[src/rtl/walk_pkg.sv]
package walk_pkg;
  typedef enum logic [2:0] {
    ST_IDLE, ST_L1_FETCH, ST_L1_WAIT, ST_L2_FETCH, ST_L2_WAIT, ST_DONE
  } walk_state_e;

  typedef enum logic [1:0] {
    DK_FAULT, DK_BLOCK, DK_NEXT
  } desc_kind_e;
endpackage

[src/rtl/walk_desc_decode.sv]
module walk_desc_decode
  import walk_pkg::*;
#(
  parameter int AW       = 32,
  parameter int L2_IDX_W = 8,
  parameter int PAGE_W   = 12,
  parameter bit SECOND   = 1'b0
) (
  input  logic [AW-1:0] desc,
  input  logic [AW-1:0] va,
  output desc_kind_e    kind,
  output logic [AW-1:0] addr
);
  localparam int SECT_W = L2_IDX_W + PAGE_W;

  generate
    if (!SECOND) begin : g_first
      // bit1 set: section; 01: pointer to next table; 00: fault
      always_comb begin
        kind = DK_FAULT;
        addr = '0;
        if (desc[1]) begin
          kind = DK_BLOCK;
          addr = {desc[AW-1:SECT_W], va[SECT_W-1:0]};
        end else if (desc[0]) begin
          kind = DK_NEXT;
          addr = {desc[AW-1:L2_IDX_W+2], va[SECT_W-1:PAGE_W], 2'b00};
        end
      end
      logic unused_first;
      assign unused_first = ^{va[AW-1:SECT_W]};
    end else begin : g_second
      // bit1 set: small page; 00 and 01 (large page) both fault
      always_comb begin
        kind = DK_FAULT;
        addr = '0;
        if (desc[1]) begin
          kind = DK_BLOCK;
          addr = {desc[AW-1:PAGE_W], va[PAGE_W-1:0]};
        end
      end
      logic unused_second;
      assign unused_second = ^{desc[PAGE_W-1:2], desc[0], va[AW-1:PAGE_W]};
    end
  endgenerate
endmodule

[src/rtl/ptw_top.sv]
module ptw_top
  import walk_pkg::*;
#(
  parameter int AW       = 32,
  parameter int L1_IDX_W = 12,
  parameter int L2_IDX_W = 8,
  parameter int PAGE_W   = 12
) (
  input  logic          clk,
  input  logic          rst,
  input  logic          base_we,
  input  logic [31:0]   base_wdata,
  input  logic          req_valid,
  output logic          req_ready,
  input  logic [31:0]   req_va,
  output logic          rsp_valid,
  output logic [31:0]   rsp_pa,
  output logic          rsp_fault,
  output logic [1:0]    rsp_level,
  output logic [31:0]   rsp_attr,
  output logic          mem_req_valid,
  output logic [31:0]   mem_req_addr,
  input  logic          mem_rsp_valid,
  input  logic [31:0]   mem_rsp_data
);
  localparam int SECT_W    = L2_IDX_W + PAGE_W;
  localparam int TBL_ALIGN = L1_IDX_W + 2;

  walk_state_e             state;
  logic [AW-1:0]           va_q;
  logic [AW-1:TBL_ALIGN]   base_q;
  logic [AW-1:0]           addr_q;
  logic [AW-1:0]           pa_q;
  logic [AW-1:0]           attr_q;
  logic                    fault_q;
  logic [1:0]              level_q;

  desc_kind_e    l1_kind, l2_kind;
  logic [AW-1:0] l1_addr, l2_addr;

  walk_desc_decode #(.AW(AW), .L2_IDX_W(L2_IDX_W), .PAGE_W(PAGE_W), .SECOND(1'b0)) u_dec_l1 (
    .desc(mem_rsp_data), .va(va_q), .kind(l1_kind), .addr(l1_addr)
  );

  walk_desc_decode #(.AW(AW), .L2_IDX_W(L2_IDX_W), .PAGE_W(PAGE_W), .SECOND(1'b1)) u_dec_l2 (
    .desc(mem_rsp_data), .va(va_q), .kind(l2_kind), .addr(l2_addr)
  );

  always_ff @(posedge clk) begin
    if (rst) begin
      state   <= ST_IDLE;
      base_q  <= '0;
      va_q    <= '0;
      addr_q  <= '0;
      pa_q    <= '0;
      attr_q  <= '0;
      fault_q <= 1'b0;
      level_q <= 2'd0;
    end else begin
      if (base_we) base_q <= base_wdata[AW-1:TBL_ALIGN];
      case (state)
        ST_IDLE: if (req_valid) begin
          va_q   <= req_va;
          addr_q <= {base_q, req_va[AW-1:SECT_W], 2'b00};
          state  <= ST_L1_FETCH;
        end
        ST_L1_FETCH: state <= ST_L1_WAIT;
        ST_L1_WAIT: if (mem_rsp_valid) begin
          attr_q  <= mem_rsp_data;
          level_q <= 2'd1;
          case (l1_kind)
            DK_BLOCK: begin
              fault_q <= 1'b0;
              pa_q    <= l1_addr;
              state   <= ST_DONE;
            end
            DK_NEXT: begin
              addr_q <= l1_addr;
              state  <= ST_L2_FETCH;
            end
            default: begin
              fault_q <= 1'b1;
              pa_q    <= '0;
              state   <= ST_DONE;
            end
          endcase
        end
        ST_L2_FETCH: state <= ST_L2_WAIT;
        ST_L2_WAIT: if (mem_rsp_valid) begin
          attr_q  <= mem_rsp_data;
          level_q <= 2'd2;
          state   <= ST_DONE;
          if (l2_kind == DK_BLOCK) begin
            fault_q <= 1'b0;
            pa_q    <= l2_addr;
          end else begin
            fault_q <= 1'b1;
            pa_q    <= '0;
          end
        end
        ST_DONE: state <= ST_IDLE;
        default: state <= ST_IDLE;
      endcase
    end
  end

  assign req_ready     = (state == ST_IDLE);
  assign mem_req_valid = (state == ST_L1_FETCH) || (state == ST_L2_FETCH);
  assign mem_req_addr  = addr_q;
  assign rsp_valid     = (state == ST_DONE);
  assign rsp_pa        = pa_q;
  assign rsp_fault     = fault_q;
  assign rsp_level     = level_q;
  assign rsp_attr      = attr_q;

  logic unused_top;
  assign unused_top = ^{base_wdata[TBL_ALIGN-1:0]};
endmodule

[config.mk]
export PLATFORM = sky130hd
export DESIGN_NAME = ptw_top
export DESIGN_NICKNAME = d
export VERILOG_FILES = /design/src/rtl/walk_pkg.sv /design/src/rtl/walk_desc_decode.sv /design/src/rtl/ptw_top.sv
export SDC_FILE = /design/constraint.sdc
export NUM_CORES = 1
export LEC_CHECK = 0
export BUFFER_PORTS_ARGS = -buffer_cell sky130_fd_sc_hd__buf_2
export CAP_MARGIN = 25
export CORE_ASPECT_RATIO = 0.7
export CORE_MARGIN = 2
export CORE_UTILIZATION = 54
export CTS_BUF_LIST = sky130_fd_sc_hd__clkbuf_4 sky130_fd_sc_hd__clkbuf_8
export DETAILED_ROUTE_END_ITERATION = 8
export HOLD_SLACK_MARGIN = 0.06
export PLACE_DENSITY_LB_ADDON = 0.15
export SYNTH_ARGS = -nofsm -noshare
export SYNTH_HDL_FRONTEND = slang
export SYNTH_HIERARCHICAL = 1
export SYNTH_SLANG_ARGS = --single-unit
[constraint.sdc]
create_clock -name clk -period 1.9 [get_ports clk]
set_input_delay 0.38 -clock clk [delete_from_list [all_inputs] [get_ports clk]]
set_output_delay 0.38 -clock clk [all_outputs]
set_load 0.02 [all_outputs]
==> reports/results.ini <==
[run_status]
status=finished clean

[setup_path]
crit_chain=and2b_2, and2_1, buf_2
slowest_delay_ns=0.42
critPathLaunchType=flip-flop
crit_required_ns=1.52
r2r_end=rsp_pa[16]
reg2regPathDepth=5
crit_family=simple AND/OR/NAND/NOR gates
worstPathMaxFanout=10
worstSetupEndpointType=primary output
critPathBufInv=1
reg2reg_slack_ns=0.20
r2r-start=state[0]
crit_arrival_ns=1.45
critPathKind=reg -> out
cpMaxStageDelayCell=dfxtp_4

[placed_design]
place.port_buffers=188
gp_congestion=0.934
place_hpwl_mm=13.8
place_area_um2=7660
dp.cells=1051

[timing]
tightest_slew_ns=0.839
slew_viol_final=0
setup_violations=0
fin_skew_ns=0.0128
rsz0062_at_grt=false
fin_crit_ns=1.83
max_slew_margin_pct=43.8
hold_viol_final=0
max_freq_mhz=548
fin_crit_sh_pct=96.1
whs_ns=0.177

[floorplanning]
pin_count=203
fp.dieW_um=136
core-area_um2=11800
start_util_pct=55.8
die_h_um=96.4
rows=33
die_area_um2=13100

[min_path]
holdPathStages=3
hp-class=in -> reg
hp-start=base_wdata[16]
whs_endpoint=base_q[16]

[layout]
nNetsFinal=1014
stdcell_area_um2=8070
final_util_pct=68.3
area_delta_synth_final_pct=22.5
final_cells=1082
drive_above_1_share_pct=35.8
diodes=0

[pwr]
ir_drop_mv=0.699
power_density_nw_per_um2=894
p_total_uw=7210
leakage_uw=0.00352

[run]
maxCapViolations=0

[routing]
route.detailed.drc=0
via_per_inst=5.73
wl_per_cell_um=17.6
drtIter0Drc=394
wl_mm=19.1
num_vias=6204
ant_nets=0
dr.pass1.iters=5

[clock_network]
cts_htree_levels=4
post-cts-setup-buffers=0
cts_tree=yes
cts_buffers=17
cts.reportedPaths.clkPinSlew_ns=0.08
cts-root-buf=clkbuf_8
cts_hold_buf=0
clk_latency_ns=0.44
clk_path_buf_depth=2
cts_num_sinks=140

[global_routing]
grt_pass1_vias=5593
use_met2_pct=44.9
grt_overflow=0
met1_usage_pct=39.0
grt.total_usage_pct=28.6
antenna_found_initial=0
grt_max_degree=43
top_usage_layer=met2
grt_pass1_wl_mm=29.0
grt_use_met3_pct=7.62

[logic_synthesis]
yosys_warnings=6
synth_area_um2=6590
synth_fp_nets=849
postSynthCellCount=748
syn_area_per_cell_um2=8.81

-- worst min-delay path, stage by stage --
cell	delay, ns
buf_2	0.07
mux2i_1	0.05
nor2_1	0.07
-- how the worst max path moves through the flow --
stage                     from         end  slack, ns  cells after the start
3_5_place_dp   mem_rsp_data[0]   rsp_pa[9]      -0.03                      6
4_1_cts               state[1]   rsp_valid      0.002                      3
5_1_grt               state[1]   rsp_valid       0.01                      3
3_3_place_gp   mem_rsp_data[1]   rsp_pa[8]       0.07                      6
6_report              state[1]   rsp_valid       0.07                      3
2_1_floorplan  mem_rsp_data[0]  rsp_pa[30]        0.1                      8
-- final cells by class --
type / instances / area [um2]
clock buffers: 19 / 255
well taps: 157 / 196
clock inverters: 12 / 140
multi-input cells: 530 / 3360
repair buffers: 223 / 1300
flip-flops and latches: 140 / 2810
fillers: 1010 / 3740
inverters: 1 / 3.75
-- cell usage in the layout (no fill, tap or decap), drive strengths merged, types with 4 or more instances in the layout --
cell / instances
mux2i: 49
clkbuf: 19
and2: 36
dfxtp: 140
o21ai: 5
a21oi: 60
a31oi: 32
a22o: 18
a221oi: 32
nor2: 88
nand2: 106
inv: 4
and3: 32
nand2b: 6
nor2b: 17
buf: 223
clkinv: 4
a211oi: 31
-- layer usage --
layer  vias to the layer above  wire, um
li1                       2946         -
met1                      2945      8520
met2                       297      8460
met3                        16      1880
met4                         0       189
met5                         -         0
-- stage by stage --
stage,worst slack [ns],setup TNS (ns)
global placement,0.0695,0
finish,0.0738,0
global route,0.0124,0
floorplan,0.0968,0
CTS,0.00171,0
detailed placement,-0.0326,-0.0438
-- registers in the layout, indices dropped and copies added, names as in the netlist --
register,count
rsp_pa,32
va_q,20
rsp_fault,1
state,3
rsp_attr,32
base_q,18
mem_req_addr,32
rsp_level,2
-- what timing repair did --
item	CTS	global route
resized for setup	2	5
endpoints found under the hold margin	0	0
pin swaps	0	0
endpoints found under the setup margin	2	2
gates cloned	0	0
-- report_power, final --
| group | total (uW) | internal, uW | switching [uW] |
|---|---|---|---|
| logic | 1520 | 589 | 929 |
| clock network | 2400 | 1220 | 1180 |
| registers | 3290 | 3150 | 140 |
Note: power is estimated with default switching activity, not from simulation.
